File: src/rtl/hsb_pkg.sv
package hsb_pkg;
  typedef enum logic [1:0] {
    ST_LOCK  = 2'd0,
    ST_INIT  = 2'd1,
    ST_ARMED = 2'd2,
    ST_LINK  = 2'd3
  } seq_st_t;

  typedef enum logic [1:0] {
    ORG_NONE = 2'd0,
    ORG_UP   = 2'd1,
    ORG_DN   = 2'd2
  } org_t;
endpackage

File: src/rtl/hsb_sync.sv
module hsb_sync #(
  parameter int            W       = 1,
  parameter int            STAGES  = 2,
  parameter logic [W-1:0]  RST_VAL = '0
) (
  input  logic         clk,
  input  logic         rst_n,
  input  logic [W-1:0] d_i,
  output logic [W-1:0] q_o
);
  logic [W-1:0] stg [STAGES];

  for (genvar g = 0; g < STAGES; g++) begin : g_stage
    logic [W-1:0] src;
    if (g == 0) begin : g_first
      assign src = d_i;
    end else begin : g_rest
      assign src = stg[g-1];
    end
    always_ff @(posedge clk or negedge rst_n) begin
      if (!rst_n) stg[g] <= RST_VAL;
      else        stg[g] <= src;
    end
  end

  assign q_o = stg[STAGES-1];
endmodule

File: src/rtl/hsb_seq_fsm.sv
module hsb_seq_fsm
  import hsb_pkg::*;
#(
  parameter int EN_CYC   = 9000,
  parameter int IDLE_CYC = 7000
) (
  input  logic       clk,
  input  logic       rst_n,
  input  logic [1:0] sup_up_i,
  input  logic [1:0] sup_dn_i,
  input  logic       all_hi_i,
  input  logic       bp_sda_i,
  input  logic       bp_scl_i,
  input  logic       acc_i,
  output logic       prechg_o,
  output logic       link_o,
  output logic       boost_o
);
  localparam int MAXC  = (EN_CYC > IDLE_CYC) ? EN_CYC : IDLE_CYC;
  localparam int CNT_W = $clog2(MAXC + 1);
  localparam logic [CNT_W-1:0] EN_LAST   = CNT_W'(EN_CYC - 1);
  localparam logic [CNT_W-1:0] IDLE_LAST = CNT_W'(IDLE_CYC - 1);

  seq_st_t          st_q, st_d;
  logic [CNT_W-1:0] cnt_q, cnt_d;
  logic             cnt_en;
  logic             sda_prev_q;
  logic             stop_seen;

  assign stop_seen = all_hi_i & bp_scl_i & bp_sda_i & ~sda_prev_q;

  always_comb begin
    st_d   = st_q;
    cnt_d  = '0;
    cnt_en = 1'b1;
    unique case (st_q)
      ST_LOCK: begin
        if (&sup_up_i) st_d = ST_INIT;
      end
      ST_INIT: begin
        if (cnt_q == EN_LAST) st_d = ST_ARMED;
        else                  cnt_d = cnt_q + 1'b1;
      end
      ST_ARMED: begin
        if (stop_seen || (all_hi_i && cnt_q == IDLE_LAST)) st_d = ST_LINK;
        else if (all_hi_i) cnt_d = cnt_q + 1'b1;
      end
      ST_LINK: begin
        cnt_en = (cnt_q != '0);
      end
    endcase
    if (|sup_dn_i) st_d = ST_LOCK;
  end

  always_ff @(posedge clk or negedge rst_n) begin
    if (!rst_n) begin
      st_q       <= ST_LOCK;
      cnt_q      <= '0;
      sda_prev_q <= 1'b1;
    end else begin
      st_q       <= st_d;
      sda_prev_q <= bp_sda_i;
      if (cnt_en) cnt_q <= cnt_d;
    end
  end

  assign link_o   = (st_q == ST_LINK);
  assign boost_o  = link_o & acc_i;
  assign prechg_o = (st_q == ST_INIT) | (st_q == ST_ARMED) | (link_o & ~acc_i);


  property lock_drop_p;
    @(posedge clk) disable iff (!rst_n) (|sup_dn_i) |=> (!link_o && !prechg_o && !boost_o);
  endproperty
  lock_drop_chk: assert property (lock_drop_p);


  property init_len_p;
    @(posedge clk) disable iff (!rst_n) (st_q == ST_INIT) |-> (cnt_q <= EN_LAST);
  endproperty
  init_len_chk: assert property (init_len_p);


  property link_entry_p;
    @(posedge clk) disable iff (!rst_n) $rose(link_o) |-> ($past(st_q) == ST_ARMED);
  endproperty
  link_entry_chk: assert property (link_entry_p);


  property boost_prechg_p;
    @(posedge clk) disable iff (!rst_n) boost_o |-> !prechg_o;
  endproperty
  boost_prechg_chk: assert property (boost_prechg_p);
endmodule

File: src/rtl/hsb_pair_fwd.sv
module hsb_pair_fwd
  import hsb_pkg::*;
#(
  parameter int HOLD = 3
) (
  input  logic clk,
  input  logic rst_n,
  input  logic link_i,
  input  logic up_i,
  input  logic dn_i,
  output logic up_pd_o,
  output logic dn_pd_o
);
  localparam int BW = $clog2(HOLD + 1);
  localparam logic [BW-1:0] HOLD_V = BW'(HOLD);

  org_t          org_q, org_d;
  logic [BW-1:0] blank_q, blank_d;

  always_comb begin
    org_d   = org_q;
    blank_d = blank_q;
    if (!link_i) begin
      org_d   = ORG_NONE;
      blank_d = '0;
    end else begin
      unique case (org_q)
        ORG_NONE: begin
          if (blank_q != '0) blank_d = blank_q - 1'b1;
          else if (!up_i)    org_d   = ORG_UP;
          else if (!dn_i)    org_d   = ORG_DN;
        end
        ORG_UP: begin
          if (up_i) begin
            org_d   = ORG_NONE;
            blank_d = HOLD_V;
          end
        end
        ORG_DN: begin
          if (dn_i) begin
            org_d   = ORG_NONE;
            blank_d = HOLD_V;
          end
        end
        default: org_d = ORG_NONE;
      endcase
    end
  end

  always_ff @(posedge clk or negedge rst_n) begin
    if (!rst_n) begin
      org_q   <= ORG_NONE;
      blank_q <= '0;
    end else begin
      org_q   <= org_d;
      blank_q <= blank_d;
    end
  end

  assign dn_pd_o = (org_q == ORG_UP);
  assign up_pd_o = (org_q == ORG_DN);


  property pd_needs_link_p;
    @(posedge clk) disable iff (!rst_n) (up_pd_o || dn_pd_o) |-> $past(link_i);
  endproperty
  pd_needs_link_chk: assert property (pd_needs_link_p);


  property dn_release_p;
    @(posedge clk) disable iff (!rst_n) $fell(dn_pd_o) |=> !up_pd_o;
  endproperty
  dn_release_chk: assert property (dn_release_p);


  property up_release_p;
    @(posedge clk) disable iff (!rst_n) $fell(up_pd_o) |=> !dn_pd_o;
  endproperty
  up_release_chk: assert property (up_release_p);
endmodule

File: src/rtl/hsb_connect_seq.sv
module hsb_connect_seq #(
  parameter int SYNC_STAGES = 2,
  parameter int EN_CYC      = 9000,
  parameter int IDLE_CYC    = 7000,
  parameter int FWD_HOLD    = SYNC_STAGES + 1
) (
  input  logic clk,
  input  logic rst_n,
  input  logic bp_sda_i,
  input  logic bp_scl_i,
  input  logic cd_sda_i,
  input  logic cd_scl_i,
  input  logic sup1_up_i,
  input  logic sup1_dn_i,
  input  logic sup2_up_i,
  input  logic sup2_dn_i,
  input  logic acc_pin_i,
  output logic prechg_en_o,
  output logic link_en_o,
  output logic boost_en_o,
  output logic bp_sda_pd_o,
  output logic bp_scl_pd_o,
  output logic cd_sda_pd_o,
  output logic cd_scl_pd_o
);
  localparam int NIN = 9;
  localparam logic [NIN-1:0] SYNC_RST = 9'h0A0;

  logic [1:0]     rst_pipe;
  logic           rst_ln;
  logic [NIN-1:0] raw, syn;
  logic [1:0]     up_lvl, dn_lvl, up_pd, dn_pd;

  always_ff @(posedge clk or negedge rst_n) begin
    if (!rst_n) rst_pipe <= '0;
    else        rst_pipe <= {rst_pipe[0], 1'b1};
  end
  assign rst_ln = rst_pipe[1];

  assign raw = {acc_pin_i, sup2_dn_i, sup2_up_i, sup1_dn_i, sup1_up_i,
                cd_scl_i, cd_sda_i, bp_scl_i, bp_sda_i};

  hsb_sync #(.W(NIN), .STAGES(SYNC_STAGES), .RST_VAL(SYNC_RST)) u_sync (
    .clk   (clk),
    .rst_n (rst_ln),
    .d_i   (raw),
    .q_o   (syn)
  );

  hsb_seq_fsm #(.EN_CYC(EN_CYC), .IDLE_CYC(IDLE_CYC)) u_fsm (
    .clk      (clk),
    .rst_n    (rst_ln),
    .sup_up_i ({syn[6], syn[4]}),
    .sup_dn_i ({syn[7], syn[5]}),
    .all_hi_i (&syn[3:0]),
    .bp_sda_i (syn[0]),
    .bp_scl_i (syn[1]),
    .acc_i    (syn[8]),
    .prechg_o (prechg_en_o),
    .link_o   (link_en_o),
    .boost_o  (boost_en_o)
  );

  // pair 0 = SDA, pair 1 = SCL
  assign up_lvl = syn[1:0];
  assign dn_lvl = syn[3:2];

  for (genvar p = 0; p < 2; p++) begin : g_pair
    hsb_pair_fwd #(.HOLD(FWD_HOLD)) u_fwd (
      .clk     (clk),
      .rst_n   (rst_ln),
      .link_i  (link_en_o),
      .up_i    (up_lvl[p]),
      .dn_i    (dn_lvl[p]),
      .up_pd_o (up_pd[p]),
      .dn_pd_o (dn_pd[p])
    );
  end

  assign bp_sda_pd_o = up_pd[0];
  assign bp_scl_pd_o = up_pd[1];
  assign cd_sda_pd_o = dn_pd[0];
  assign cd_scl_pd_o = dn_pd[1];
endmodule

File: config.mk
export PLATFORM = sky130hd
export DESIGN_NAME = hsb_connect_seq
export DESIGN_NICKNAME = d
export VERILOG_FILES = /design/src/rtl/hsb_pkg.sv /design/src/rtl/hsb_sync.sv /design/src/rtl/hsb_seq_fsm.sv /design/src/rtl/hsb_pair_fwd.sv /design/src/rtl/hsb_connect_seq.sv
export SDC_FILE = /design/constraint.sdc
export NUM_CORES = 1
export LEC_CHECK = 0
export ABC_AREA = 1
export ABC_CLOCK_PERIOD_IN_PS = 2720
export BUFFER_PORTS_ARGS = -buffer_cell sky130_fd_sc_hd__buf_2
export CAP_MARGIN = 30
export CORE_MARGIN = 2
export CORE_UTILIZATION = 40
export CTS_CLUSTER_SIZE = 10
export DETAILED_ROUTE_END_ITERATION = 10
export PLACE_DENSITY = 0.54
export SLEW_MARGIN = 10
export SYNTH_ARGS = -nofsm -noshare
export SYNTH_HDL_FRONTEND = slang
export SYNTH_HIERARCHICAL = 1
export SYNTH_SLANG_ARGS = --single-unit
File: constraint.sdc
create_clock -name clk -period 2.72 [get_ports clk]
set_clock_uncertainty 0.15 [all_clocks]
set_input_delay 0.272 -clock clk [delete_from_list [all_inputs] [get_ports clk]]
set_output_delay 0.272 -clock clk [all_outputs]
set_load 0.005 [all_outputs]
==> flow_summary.yaml <==
layout:
  ff_latch_area_mm2: 0.00113
  layout_common_cells: "52 x nand2_1, 41 x nor2_1, 39 x inv_1, 39 x dfrtp_1, 32 x nand3_1"
  syn2layout_area_growth_pct: 16.6
  nNetsFinal: 366
  fillers: 561
  final_common_cell: "nand2_1"
  post-route-cell-area_mm2: 0.00293
  utilization_pct: 48.9
  n_antenna_cell: 0
  instances_no_fill: 414
  multi_input_area_mm2: 0.00120
  drive_gt1_share_pct: 20.4
sta:
  period_needed_ns: 2.03
  rsz0062_at_grt: "false"
  setup_slack_ns: 0.694
  post-route-period-util_pct: 74.5
  hold_ws_ns: 0.0315
  slew_viol_final: 0
  final-hold-violation-count: 0
  tns_ns: 0
  fmax_ghz: 0.494
  setup_viol: 0
power:
  pwr-share-comb_pct: 8.6
  p_int_mw: 1.04
  p_switching_mw: 0.310
  p_per_area_mw_per_mm2: 462
  ir_drop_mv: 0.222
  leakage_nw: 1.43
  clkPwrFrac_pct: 38.8
  switching_share_pct: 22.9
  sequentialPowerShare_pct: 52.6
  total_power_mw: 1.35
floorplan:
  dieArea_mm2: 0.00693
  chipHeight_um: 83.2
  rows: 28
  fp.dieW_um: 83.2
  floorplan.initialDensity_pct: 41.9
  coreArea_mm2: 0.00599
  io_pins: 18
clocking:
  clockBufferDepth: 2
  hold_buffers: 10
  cts.clk_slew.worst_paths_ns: 0.08
  cts_sinks: 45
  ctsResizeCount: 0
  clkLatencyLatePin_ns: 0.30
  postCtsSetupRepairBufs: 0
  ctsHtreeMaxLevel: 2
  cts_root_buf: "clkbuf_8"
  cts_tree: "done"
  cts_buffers: 5
detailed_routing:
  wl_met2_mm: 2.26
  drtAntennaViolNets: 0
  drc_errors: 0
  top_layer_used: "met4"
  routed_via_density: 4.77
  m1WireLength_mm: 2.35
  drt_wl_total_mm: 4.91
  drt-initial-drc-count: 103
  drt_pass1_iterations: 4
  wl_met3_um: 175
  wl_per_cell_um: 11.9
  vias: 1973
critical_path:
  required_ns: 2.30
  critical_path.max_stage_delay_ns: 0.42
  cp_slowest_cell: "dfrtp_1"
  path_delay_family: "flip-flops"
  cp-start-kind: "register"
  path_class: "register to output pin"
  worst-path-buf-inv: 3
  crit_chain: "inv_1 > ha_1 > inv_1 > o21ai_0 > buf_2"
  critPathMaxFanout: 5
  worstPathArrival_ns: 1.60
  end_kind: "output pin"
  crit_top_cell: "inv_1"
global_route:
  grt_pass1_wl_mm: 8.80
  grt_pass1_vias: 2010
  grt_max_degree: 30
  track_usage_pct: 15.8
  antenna_found_initial: 0
  grt-ovfl-total: 0
synth:
  syn-cell-area_mm2: 0.00251
  synth.distinct_cells: 28
  yosysTopAreaCellShare_pct: 39.9
  yosys.area.top_type: "dfrtp_1"
  syn_inst: 303
  synth-seq-area-share_pct: 45.1
  syn-num-nets: 331
  synth_area_leaders: "dfrtp_1 40%, ha_1 8.5%, nand2_1 7.8%"
  postSynthAreaPerCell_um2: 8.29
  synth-seq-cells: 45
  ys_warn_count: 6
placement:
  pre_cts_ws_ns: 0.959
  finalWeightedCongestion: 0.923
  place_inst: 396
  dp_hpwl_mm: 3.62
  dpl_cell_area_mm2: 0.00271
  io_buffer_count: 17
flow_run:
  maxCapViolations: 0
status:
  status: "finished clean"
worst_hold_path:
  min_path_type: "register to asynchronous set/reset pin"
[worst paths after layout]
check / from / end / slack [ns] / cells past startpoint
setup / recovery: u_fsm/st_q[0]$_DFFE_PN0P_ / prechg_en_o / 0.69 / 5
hold / removal: rst_pipe[1]$_DFF_PN0_ / u_fsm/cnt_q[9]$_DFFE_PN0P_ / 0.03 / 0
setup reg to reg: u_fsm/st_q[0]$_DFFE_PN0P_ / u_fsm/cnt_q[11]$_DFFE_PN0P_ / 0.93 / 10
hold reg to reg: rst_pipe[1]$_DFF_PN0_ / u_fsm/cnt_q[9]$_DFFE_PN0P_ / 0.03 / 0
max in group asynchronous: rst_pipe[1]$_DFF_PN0_ / u_fsm/sda_prev_q$_DFF_PN1_ / 1.84 / 1
min in group clk: u_sync/g_stage[1].src[2]$_DFF_PN0_ / u_sync/q_o[2]$_DFF_PN0_ / 0.20 / 0
[Yosys cell counts, drive strengths merged]
| cell | n |
|---|---|
| a21oi | 14 |
| buf | 1 |
| conb | 1 |
| dfrtp | 40 |
| dfstp | 5 |
| ha | 17 |
| inv | 46 |
| nand2 | 63 |
| nand3 | 36 |
| nand3b | 2 |
| nand4 | 4 |
| nor2 | 52 |
| nor3 | 4 |
| o21a | 1 |
| o21ai | 7 |
| o21bai | 4 |
| xnor2 | 1 |
| xor2 | 5 |
[cells by family after synthesis]
| logic type | count (synthesis) | share of synthesized area [%] |
|---|---|---|
| buffers and inverters | 47 | 7.18 |
| and+or+nand+nor | 161 | 30.9 |
| adders and majority gates | 17 | 8.47 |
| xor gates and xnor gates | 6 | 2.09 |
| AOI/OAI and AO/OA | 26 | 6.13 |
| DFF | 45 | 45.1 |
| other | 1 | 0.149 |
[layer usage]
| metal | track usage [%] | vias to the layer above |
|---|---|---|
| met5 | 0 | - |
| met4 | 8.35 | 0 |
| met3 | 3.78 | 12 |
| met2 | 25.8 | 40 |
| met1 | 19.2 | 894 |
| li1 | - | 1027 |
[registers in the layout, summed over array words and instances, names as in the netlist]
signal	cells
u_sync/g_stage.src	9
rst_pipe	2
g_pair.u_fwd/blank_q	4
u_sync/q_o	9
u_fsm/sda_prev_q	1
u_fsm/st_q	2
g_pair.u_fwd/org_q	4
u_fsm/cnt_q	14
[power groups by stage]
stage / Combinational, mW / Clock (mW) / Sequential [mW]
floorplan: 0.0699 / 0 / 0.725
global placement: 0.0937 / 0 / 0.732
detailed placement: 0.106 / 0 / 0.725
CTS: 0.118 / 0.545 / 0.712
global route: 0.135 / 0.570 / 0.715
finish: 0.116 / 0.525 / 0.711
[layout make-up]
class	count	area share [%]
clock buffers	7	2.95
repair buffers	29	7.26
well taps	75	3.21
inverters	46	5.90
multi-input cells	211	40.9
clock inverters	1	1.03
flip-flops and latches	45	38.7
[worst register-to-register path, delay by kind of cell, from the launching register on]
kind,cells,cell delay (ns)
buf+inv,2,0.16
fa+ha+maj,1,0.24
simple gates,6,0.55
compound gates,1,0.17
flops,1,0.43
Note: power is estimated with default switching activity, not from simulation.
